$ cat src/rtl/ts_pkg.sv
// Package ts_pkg
// Shared types for the hit timestamp controller.
// Assumes: consumers import it; holds no parameters that depend on the instance.
package ts_pkg;
    // Life cycle of one measuring channel
    typedef enum logic [1:0] {
        CH_IDLE = 2'd0,
        CH_OPEN = 2'd1,
        CH_HOLD = 2'd2
    } ch_state_t;
endpackage

$ cat src/rtl/ts_sync.sv
// Module ts_sync
// Multi-stage synchronizer that brings one asynchronous level into the clk domain.
// Assumes: STAGES >= 2; the input pulse is wider than one clock period.
module ts_sync #(
    parameter int STAGES = 2
) (
    input  logic clk,
    input  logic rst_n,
    input  logic d_i,
    output logic q_o
);
    logic [STAGES-1:0] chain_q;

    // Shift the asynchronous level through the flop chain
    always_ff @(posedge clk) begin
        if (!rst_n) chain_q <= '0;
        else        chain_q <= {chain_q[STAGES-2:0], d_i};
    end

    assign q_o = chain_q[STAGES-1];
endmodule

$ cat src/rtl/ts_coarse.sv
// Module ts_coarse
// Counts 16 ns periods by watching the divider phase wrap, and clears on a sync edge.
// Assumes: sync_lvl_i is already synchronized and phase_i is stable at each clock edge.
module ts_coarse #(
    parameter int COARSE_W = 5,
    parameter int PHASE_W  = 4
) (
    input  logic                clk,
    input  logic                rst_n,
    input  logic                sync_lvl_i,
    input  logic [PHASE_W-1:0]  phase_i,
    output logic [COARSE_W-1:0] coarse_o
);
    localparam logic [PHASE_W-1:0] PHASE_TOP = '1;

    logic               sync_q;
    logic [PHASE_W-1:0] phase_q;
    logic               sync_rise;
    logic               wrap;

    assign sync_rise = sync_lvl_i & ~sync_q;
    assign wrap      = (phase_q == PHASE_TOP) && (phase_i == '0);

    // Keep the previous sync level and phase for edge and wrap detection
    always_ff @(posedge clk) begin
        if (!rst_n) begin
            sync_q  <= 1'b0;
            phase_q <= '0;
        end else begin
            sync_q  <= sync_lvl_i;
            phase_q <= phase_i;
        end
    end

    // The coarse counter: the sync clear wins over the increment
    always_ff @(posedge clk) begin
        if (!rst_n)         coarse_o <= '0;
        else if (sync_rise) coarse_o <= '0;
        else if (wrap)      coarse_o <= coarse_o + 1'b1;
    end


    sync_clear_chk: assert property (@(posedge clk) disable iff (!rst_n)
        sync_rise |=> (coarse_o == '0));


    wrap_step_chk: assert property (@(posedge clk) disable iff (!rst_n)
        (wrap && !sync_rise) |=> (coarse_o == COARSE_W'($past(coarse_o) + 1'b1)));
endmodule

$ cat src/rtl/ts_channel.sv
// Module ts_channel
// One measuring channel. It latches coarse and phase when the gate opens, counts
// while the gate is open, and holds the word until the valid/ready handshake.
// Assumes: gate_lvl_i is synchronized; gate edges that arrive while a word is held are dropped.
module ts_channel
    import ts_pkg::*;
#(
    parameter int CH_ID    = 0,
    parameter int CH_W     = 2,
    parameter int COARSE_W = 5,
    parameter int PHASE_W  = 4,
    parameter int FINE_W   = 12,
    localparam int WORD_W  = CH_W + COARSE_W + PHASE_W + FINE_W
) (
    input  logic                clk,
    input  logic                rst_n,
    input  logic                gate_lvl_i,
    input  logic [COARSE_W-1:0] coarse_i,
    input  logic [PHASE_W-1:0]  phase_i,
    input  logic                ready_i,
    output logic                valid_o,
    output logic [WORD_W-1:0]   word_o
);
    localparam logic [FINE_W-1:0] FINE_MAX = '1;
    localparam logic [CH_W-1:0]   ID_VAL   = CH_W'(CH_ID);

    ch_state_t           state_q;
    logic                gate_q;
    logic                rise;
    logic                fall;
    logic [COARSE_W-1:0] coarse_q;
    logic [PHASE_W-1:0]  phase_q;
    logic [FINE_W-1:0]   fine_q;

    assign rise = gate_lvl_i & ~gate_q;
    assign fall = ~gate_lvl_i & gate_q;

    // Keep the previous gate level for edge detection
    always_ff @(posedge clk) begin
        if (!rst_n) gate_q <= 1'b0;
        else        gate_q <= gate_lvl_i;
    end

    // Channel sequencing, field capture and the saturating fine count
    always_ff @(posedge clk) begin
        if (!rst_n) begin
            state_q  <= CH_IDLE;
            coarse_q <= '0;
            phase_q  <= '0;
            fine_q   <= '0;
        end else begin
            case (state_q)
                CH_IDLE: if (rise) begin
                    coarse_q <= coarse_i;
                    phase_q  <= phase_i;
                    fine_q   <= FINE_W'(1);
                    state_q  <= CH_OPEN;
                end
                CH_OPEN: begin
                    if (fall)                 state_q <= CH_HOLD;
                    else if (fine_q != FINE_MAX) fine_q <= fine_q + 1'b1;
                end
                CH_HOLD: if (ready_i) state_q <= CH_IDLE;
                default: state_q <= CH_IDLE;
            endcase
        end
    end

    assign valid_o = (state_q == CH_HOLD);
    assign word_o  = {ID_VAL, coarse_q, phase_q, fine_q};


    hold_word_chk: assert property (@(posedge clk) disable iff (!rst_n)
        (valid_o && !ready_i) |=> (valid_o && $stable(word_o)));


    release_chk: assert property (@(posedge clk) disable iff (!rst_n)
        $fell(valid_o) |-> $past(ready_i));


    fine_sat_chk: assert property (@(posedge clk) disable iff (!rst_n)
        (state_q == CH_OPEN && fine_q == FINE_MAX) |=> (fine_q == FINE_MAX));


    coarse_keep_chk: assert property (@(posedge clk) disable iff (!rst_n)
        (state_q == CH_OPEN) |=> $stable(coarse_q));
endmodule

$ cat src/rtl/hit_stamp_ctrl.sv
// Module hit_stamp_ctrl
// Top level: synchronizes the sync marker and the gates, runs the shared coarse
// counter, and holds one timestamp channel per gate.
// Assumes: all logic runs on the fast count clock; phase_i is stable at each edge.
module hit_stamp_ctrl #(
    parameter int N_CH        = 4,
    parameter int COARSE_W    = 5,
    parameter int PHASE_W     = 4,
    parameter int FINE_W      = 12,
    parameter int SYNC_STAGES = 2,
    localparam int CH_W       = (N_CH > 1) ? $clog2(N_CH) : 1,
    localparam int WORD_W     = CH_W + COARSE_W + PHASE_W + FINE_W
) (
    input  logic                   clk,
    input  logic                   rst_n,
    input  logic [PHASE_W-1:0]     phase_i,
    input  logic                   sync_i,
    input  logic [N_CH-1:0]        gate_i,
    input  logic [N_CH-1:0]        ready_i,
    output logic [N_CH-1:0]        valid_o,
    output logic [N_CH*WORD_W-1:0] stamp_o
);
    logic                sync_lvl;
    logic [N_CH-1:0]     gate_lvl;
    logic [COARSE_W-1:0] coarse;

    ts_sync #(.STAGES(SYNC_STAGES)) u_sync_mark (
        .clk(clk), .rst_n(rst_n), .d_i(sync_i), .q_o(sync_lvl)
    );

    ts_coarse #(.COARSE_W(COARSE_W), .PHASE_W(PHASE_W)) u_coarse (
        .clk(clk), .rst_n(rst_n), .sync_lvl_i(sync_lvl),
        .phase_i(phase_i), .coarse_o(coarse)
    );

    for (genvar g = 0; g < N_CH; g++) begin : g_ch
        ts_sync #(.STAGES(SYNC_STAGES)) u_gate_sync (
            .clk(clk), .rst_n(rst_n), .d_i(gate_i[g]), .q_o(gate_lvl[g])
        );

        ts_channel #(
            .CH_ID(g), .CH_W(CH_W), .COARSE_W(COARSE_W),
            .PHASE_W(PHASE_W), .FINE_W(FINE_W)
        ) u_chan (
            .clk(clk), .rst_n(rst_n), .gate_lvl_i(gate_lvl[g]),
            .coarse_i(coarse), .phase_i(phase_i), .ready_i(ready_i[g]),
            .valid_o(valid_o[g]), .word_o(stamp_o[g*WORD_W +: WORD_W])
        );
    end


    reset_quiet_chk: assert property (@(posedge clk)
        !rst_n |=> (valid_o == '0));
endmodule

$ cat config.mk
export PLATFORM = sky130hd
export DESIGN_NAME = hit_stamp_ctrl
export DESIGN_NICKNAME = d
export VERILOG_FILES = /design/src/rtl/ts_pkg.sv /design/src/rtl/ts_sync.sv /design/src/rtl/ts_coarse.sv /design/src/rtl/ts_channel.sv /design/src/rtl/hit_stamp_ctrl.sv
export SDC_FILE = /design/constraint.sdc
export NUM_CORES = 1
export LEC_CHECK = 0
export ABC_AREA = 1
export BUFFER_PORTS_ARGS = -buffer_cell sky130_fd_sc_hd__buf_4
export CAP_MARGIN = 10
export CORE_ASPECT_RATIO = 0.9
export CORE_MARGIN = 8
export CORE_UTILIZATION = 25
export DETAILED_ROUTE_END_ITERATION = 8
export PLACE_DENSITY = 0.44
export SYNTH_ARGS = -nofsm -noshare
export SYNTH_HDL_FRONTEND = slang
export SYNTH_SLANG_ARGS = --single-unit
$ cat constraint.sdc
create_clock -name clk -period 4 [get_ports clk]
set_input_delay 0.2 -clock clk [delete_from_list [all_inputs] [get_ports clk]]
set_output_delay 0.2 -clock clk [all_outputs]
set_load 0.02 [all_outputs]
==> results of run 1 <==
[area by class of cell]
type	count	share of cell area (%)
multi-input combinational	557	36.1
sequential	116	32.3
timing repair buffer	112	12.0
inverter	122	6.36
clock buffer	18	6.10
tap	291	5.06
clock inverter	14	2.14
[worst reg2reg max path, delay by kind of cell, from the launching register on]
family                     cells  cell delay [ns]
AOI/OAI and AO/OA              1             0.20
adders and majority gates      1             0.25
DFF                            1             0.42
and+or+nand+nor                6             0.69
[power groups by stage]
stage / Clock (mW) / Sequential, mW / Combinational, mW
after CTS: 1.60 / 1.24 / 0.327
after floorplan: 0 / 1.30 / 0.170
after detailed placement: 0 / 1.26 / 0.319
after global placement: 0 / 1.26 / 0.320
final: 1.54 / 1.24 / 0.321
after global routing: 1.65 / 1.24 / 0.360
[placed cells by master, fill, tap and decap left out, types with 8 or more instances in the layout]
cell           synthesis  routed
dfxtp_1              116     116
buf_4                 14     103
nand3_1               70      70
dlygate4sd3_1          0       9
nand2_1              181     181
nor2_1               108     108
clkbuf_16              0      17
o21ai_0               48      48
a21oi_1               76      76
inv_1                118     118
nand2_2               14      14
nor3_1                11      11
conb_1                 2       8
[cell families after synthesis]
group / share of synthesized area (%)
AND/OR/NAND/NOR: 32.1
buffers and inverters: 11.5
other: 0.136
flip-flops: 42.0
adder cells (fa/ha/maj): 1.13
AO/OA/AOI/OAI: 12.6
XOR/XNOR: 0.633
[routing by layer]
| layer | vias up | wire (um) | GRT usage [%] |
|---|---|---|---|
| met5 | - | 0 | 0 |
| met3 | 15 | 1030 | 4.93 |
| li1 | 2788 | - | - |
| met2 | 100 | 7340 | 19.4 |
| met4 | 0 | 246 | 3.86 |
| met1 | 2307 | 8060 | 15.8 |
[through the flow]
| stage | util (%) | hold slack (ns) |
|---|---|---|
| 2_1_floorplan | - | 0.293 |
| 3_3_place_gp | 30.0 | 0.390 |
| 3_5_place_dp | 30.0 | 0.390 |
| 4_1_cts | 33.2 | 0.0564 |
| 5_1_grt | 33.2 | 0.0873 |
| 6_report | 33.2 | 0.0854 |
[cells in the mapped netlist, drive strengths merged]
cell type  instances
nor2             117
nand3b             2
dfxtp            116
nand3             71
clkinv             1
clkbuf             9
a22oi              1
ha                 5
o21bai             3
buf               20
nor3              12
conb               2
nor3b              2
o21ai             48
inv              121
a21oi             81
nand4              4
xor2               4
nand2            199
[sequential cells by signal (all words and copies together) (netlist names)]
| name | count |
|---|---|
| g_ch.u_chan.coarse_q | 20 |
| u_coarse.sync_q | 1 |
| g_ch.u_gate_sync.chain_q | 8 |
| u_sync_mark.chain_q | 2 |
| g_ch.u_chan.state_q | 8 |
| u_coarse.coarse_o | 5 |
| g_ch.u_chan.gate_q | 4 |
| g_ch.u_chan.fine_q | 48 |
| g_ch.u_chan.phase_q | 16 |
| u_coarse.phase_q | 4 |
[final timing paths]
| check | slack [ns] | end | start |
|---|---|---|---|
| min reg2reg | 0.41 | g_ch[2].u_gate_sync.chain_q[1] | g_ch[2].u_gate_sync.chain_q[0] |
| max | 2.33 | g_ch[2].u_chan.fine_q[1] | g_ch[2].u_chan.fine_q[0] |
| min | 0.09 | g_ch[2].u_chan.state_q[1] | ready_i[2] |
| max reg2reg | 2.33 | g_ch[2].u_chan.fine_q[1] | g_ch[2].u_chan.fine_q[0] |
==> flow_summary.json, run 1 <==
{
  "path_clk_slew_ns": 0.06,
  "initial_core_util_pct": 25.5,
  "ir_worst_vdd_v": 0.000213,
  "worstSetupEndpointType": "register",
  "postSynthCellCount": 818,
  "synth_top_area_cell": "dfxtp_1",
  "p_seq_share_pct": 39.9,
  "synth_area_per_cell_um2": 6.76,
  "drive_above_1_share_pct": 18.3,
  "fmax_ghz": 0.600,
  "cp-start-kind": "register",
  "vias": 5210,
  "final.setup.worst_slack_ns": 2.33,
  "io_buffer_count": 102,
  "htreeDepth": 4,
  "multiInputGateArea_um2": 2600,
  "routedWlPerCell_um": 13.6,
  "rsz0062_at_grt": "false",
  "skew_ns": 0.00889,
  "ant_nets": 0,
  "cts_resized": 0,
  "ys_seq_elements": 116,
  "cp_max_fo": 16,
  "p_int_mw": 2.25,
  "synth_top_area_share_pct": 42.0,
  "path_class": "reg2reg",
  "grt_start_max_net_pins": 90,
  "clkLatencyLatePin_ns": 0.42,
  "p_leak_nw": 3.20,
  "post_cts_buffers": 0,
  "cap_violations": 0,
  "pre_cts_ws_ns": 2.34,
  "synth_area_um2": 5530,
  "die_area_um2": 27200,
  "cpPeakStageDelay_ns": 0.42,
  "post_dp_cell_area_um2": 6510,
  "drcViolationCount": 0,
  "track_usage_pct": 12.5,
  "final_cells": 1230,
  "synthDistinctLibCells": 29,
  "p_per_area_nw_per_um2": 431,
  "antenna_found_initial": 0,
  "path_buf_inv": 0,
  "cts_tree": "yes",
  "root_buffer": "clkbuf_16",
  "slowest_stage": "dfxtp_1",
  "finalPower_mw": 3.10,
  "hpwl_um": 11800,
  "maxSlewViolCount": 0,
  "dp.cells": 1189,
  "seqCellArea_um2": 2320,
  "fin_crit_sh_pct": 41.7,
  "hold_viol": 0,
  "numCtsBuffers": 17,
  "combinationalPowerShare_pct": 10.4,
  "fill_cells": 2367,
  "path_common_cell": "nand2_4",
  "first_pass_iters": 4,
  "die_y_um": 157,
  "r2r_cells": 8,
  "gr-total-overflow": 0,
  "syn2layout_area_growth_pct": 30.1,
  "io_pins": 111,
  "nNetsFinal": 946,
  "setup_viol": 0,
  "period_needed_ns": 1.67,
  "ctsHoldBuffers": 9,
  "grt_pass1_vias": 5114,
  "clock_sinks": 116,
  "dieWidth_um": 173,
  "crit_family": "simple AND/OR/NAND/NOR gates",
  "synth.area.top_cells": "dfxtp_1 (42%), nand2_1 (12%), inv_1 (8.0%)",
  "yosys_warnings": 0,
  "maxSlewHeadroom_pct": 38.2,
  "row_count": 51,
  "first_iter_violations": 412,
  "switching_share_pct": 27.3,
  "yosysSeqAreaShare_pct": 42.0,
  "p_switching_uw": 846,
  "coreArea_um2": 21700,
  "worstPathArrival_ns": 1.97,
  "diodes": 0,
  "wirelength_um": 16700,
  "vias_per_cell": 4.24,
  "hold_class": "in2reg",
  "tightest_slew_ns": 0.927,
  "fin_area_um2": 7200,
  "clock_tree.buffer_depth": 2,
  "gp_congestion": 0.825,
  "worstHoldPathCells": 4,
  "cp.required_ns": 4.30,
  "status": "finished clean",
  "p_clk_share_pct": 49.8,
  "setup_tns_ns": 0,
  "path_depth": 8,
  "grt_pass1_wl_um": 27300,
  "path_cells": "ha_1 > nand2_2 > nor2_2 > nand3_2 > nand2_4 > nand2_4 > o21ai_0 > nor2_1"
}
No activity file was read; power rests on OpenSTA's default activity.
==> run 2, diff against run 1 <==
--- a/config.mk
+++ b/config.mk
@@ -5,14 +5,14 @@
 export SDC_FILE = /design/constraint.sdc
 export NUM_CORES = 1
 export LEC_CHECK = 0
-export ABC_AREA = 1
+export ABC_AREA = 0
 export BUFFER_PORTS_ARGS = -buffer_cell sky130_fd_sc_hd__buf_4
 export CAP_MARGIN = 10
 export CORE_ASPECT_RATIO = 0.9
 export CORE_MARGIN = 8
 export CORE_UTILIZATION = 25
 export DETAILED_ROUTE_END_ITERATION = 8
-export PLACE_DENSITY = 0.44
+export PLACE_DENSITY = 0.45
 export SYNTH_ARGS = -nofsm -noshare
 export SYNTH_HDL_FRONTEND = slang
 export SYNTH_SLANG_ARGS = --single-unit
==> constraint.sdc (replaced) <==
create_clock -name clk -period 1.4 [get_ports clk]
set_input_delay 0.07 -clock clk [delete_from_list [all_inputs] [get_ports clk]]
set_output_delay 0.07 -clock clk [all_outputs]
set_load 0.02 [all_outputs]
==> flow_summary.json, run 2 <==
{
  "seqCellArea_um2": 2370,
  "largestRegisters": "g_ch.u_chan.fine_q: 48 flops, g_ch.u_chan.coarse_q: 20 flops, g_ch.u_chan.phase_q: 16 flops",
  "root_buffer": "clkbuf_16",
  "clock_tree.buffer_depth": 2,
  "cp.required_ns": 1.73,
  "synth_area_um2": 5000,
  "nNetsFinal": 887,
  "fin_area_um2": 8570,
  "ant_nets": 0,
  "worstPathArrival_ns": 2.21,
  "initial_core_util_pct": 25.3,
  "synth-main-ff-cell": "dfxtp_1",
  "yosys_warnings": 0,
  "utilization_pct": 43.3,
  "final_cell_mix": "buf_4 (231), nand2_1 (92), dfxtp_1 (90)",
  "gr-total-overflow": 0,
  "whs_endpoint": "u_coarse.phase_q[3]",
  "status": "complete, but fails checks",
  "slowest_stage": "or4_4",
  "worstHoldPathCells": 3,
  "final.setup.worst_slack_ns": -0.482,
  "antenna_found_initial": 0,
  "final_common_cell": "buf_4",
  "setup_viol": 53,
  "track_usage_pct": 14.1,
  "rsz0062_at_grt": "true",
  "reg2reg_slack_ns": -0.48,
  "synth_edf_count": 0,
  "hold_class": "in2reg",
  "largest-register": "g_ch.u_chan.fine_q",
  "htreeDepth": 4,
  "io_buffer_count": 102,
  "path_class": "reg2reg",
  "cp_max_fo": 2,
  "cts_tree": "yes",
  "ir_worst_vdd_v": 0.000622,
  "first_pass_iters": 4,
  "path_clk_slew_ns": 0.05,
  "vias_per_cell": 4.68,
  "path_cells": "nor4b_4 > nor4_4 > or3_1 > or4_4 > a211oi_2",
  "wirelength_um": 17700,
  "dieWidth_um": 165,
  "routedWlPerCell_um": 15.6,
  "diodes": 0,
  "coreArea_um2": 19800,
  "pre_cts_ws_ns": -0.474,
  "largest_reg_flops": 48,
  "ys_seq_elements": 116,
  "p_per_area_nw_per_um2": 1030,
  "r2r_end": "g_ch[2].u_chan.fine_q[9]",
  "cap_violations": 0,
  "p_leak_nw": 3.45,
  "numCtsBuffers": 17,
  "gp_congestion": 0.847,
  "multiInputGateArea_um2": 3010,
  "synth.area.top_cells": "dfxtp_1 (46%), nand2_1 (7.6%), a21oi_1 (7.3%)",
  "syn2layout_area_growth_pct": 71.3,
  "die_area_um2": 24800,
  "row_count": 49,
  "clock_sinks": 116,
  "die_y_um": 150,
  "rr_startpoint": "g_ch[2].u_chan.state_q[1]",
  "r2r_cells": 5,
  "dp.cells": 1068,
  "grt_pass1_wl_um": 27900,
  "postSynthCellCount": 613,
  "hold_start": "phase_i[3]",
  "grt_start_max_net_pins": 54,
  "worstSetupEndpointType": "register",
  "synth_top_area_share_pct": 46.4,
  "async_flop_share_pct": 0,
  "hold_viol": 0,
  "hpwl_um": 12300,
  "hold_slack_ns": 0.0341,
  "first_iter_violations": 288,
  "fin_crit_sh_pct": 134,
  "grt_pass1_vias": 5383,
  "clkLatencyLatePin_ns": 0.41,
  "period_needed_ns": 1.88,
  "final_cells": 1135,
  "synth_area_per_cell_um2": 8.16,
  "post_dp_cell_area_um2": 7160,
  "io_pins": 111,
  "vias": 5317,
  "maxSlewViolCount": 0,
  "fmax_ghz": 0.531,
  "synthDistinctLibCells": 52,
  "synth_commonest_cells": "dfxtp_1 (116), nand2_1 (101), a21oi_1 (73)",
  "setup_tns_ns": -9.27,
  "cp-start-kind": "register",
  "yosysSeqAreaShare_pct": 46.4,
  "synth_top_area_cell": "dfxtp_1",
  "finalPower_mw": 8.80,
  "skew_ns": 0.00770,
  "drcViolationCount": 0,
  "drive_above_1_share_pct": 47.8,
  "violations": "setup timing",
  "yosys.cell_count.top_type": "dfxtp_1",
  "cpPeakStageDelay_ns": 0.50,
  "fill_cells": 1936
}
-- run 2: per-layer routing --
layer / share of wire, % / GRT usage, % / up-vias / routed length [um]
met3: 5.9 / 4.35 / 17 / 1040
met2: 49 / 24.1 / 95 / 8730
met4: 0.94 / 3.51 / 0 / 166
li1: - / - / 2668 / -
met5: 0 / 0 / - / 0
met1: 44 / 16.8 / 2537 / 7740
-- run 2: area by class of cell --
type,instances,area share (%)
inverters,12,0.525
multi-input cells,449,35.1
well taps,255,3.72
clock inverters,10,1.36
repair buffers,271,25.6
clock buffers,22,6.04
flip-flops and latches,116,27.6
-- run 2: cell families (layout without fill, tap and decap cells) --
family / after synthesis / count (layout) / synth area share, %
muxes: 2 / 2 / 0.400
adders and majority gates: 7 / 7 / 1.65
and+or+nand+nor: 283 / 283 / 28.6
AOI/OAI and AO/OA: 145 / 145 / 17.0
xor gates and xnor gates: 4 / 4 / 0.700
buffers and inverters: 54 / 315 / 5.10
other: 2 / 8 / 0.150
DFF: 116 / 116 / 46.4
-- run 2: how the worst max path moves through the flow --
stage | slack, ns | from | endpoint | cells past startpoint
3_5_place_dp | -0.47 | g_ch[2].u_chan.state_q[0] | g_ch[2].u_chan.fine_q[9] | 5
3_3_place_gp | -0.42 | g_ch[0].u_chan.gate_q | g_ch[0].u_chan.fine_q[9] | 5
6_report | -0.48 | g_ch[2].u_chan.state_q[1] | g_ch[2].u_chan.fine_q[9] | 5
4_1_cts | -0.46 | g_ch[2].u_chan.state_q[0] | g_ch[2].u_chan.fine_q[9] | 5
5_1_grt | -0.56 | g_ch[2].u_chan.state_q[0] | g_ch[2].u_chan.fine_q[7] | 7
2_1_floorplan | -0.52 | g_ch[0].u_chan.gate_q | g_ch[0].u_chan.fine_q[9] | 6
-- run 2: power breakdown --
part	total, mW	switching (mW)	internal [mW]	leakage, nW
Clock	4.57	1.58	2.99	0.307
Sequential	3.40	0.0379	3.36	0.954
Combinational	0.834	0.448	0.386	2.19
-- run 2: critical path, delay by kind of cell (launching register included) --
kind            cells  cell delay, ns
flops               1            0.34
compound gates      1            0.17
simple gates        4            1.30
-- run 2: repair_timing --
action | in CTS | in global routing
hold buffers | 9 | 0
pin swaps | 30 | 29
gates resized for setup | 75 | 48
buffers inserted | 16 | 11
cloned | 1 | 0
setup endpoints to repair | 67 | 68
hold endpoints to repair | 10 | 0
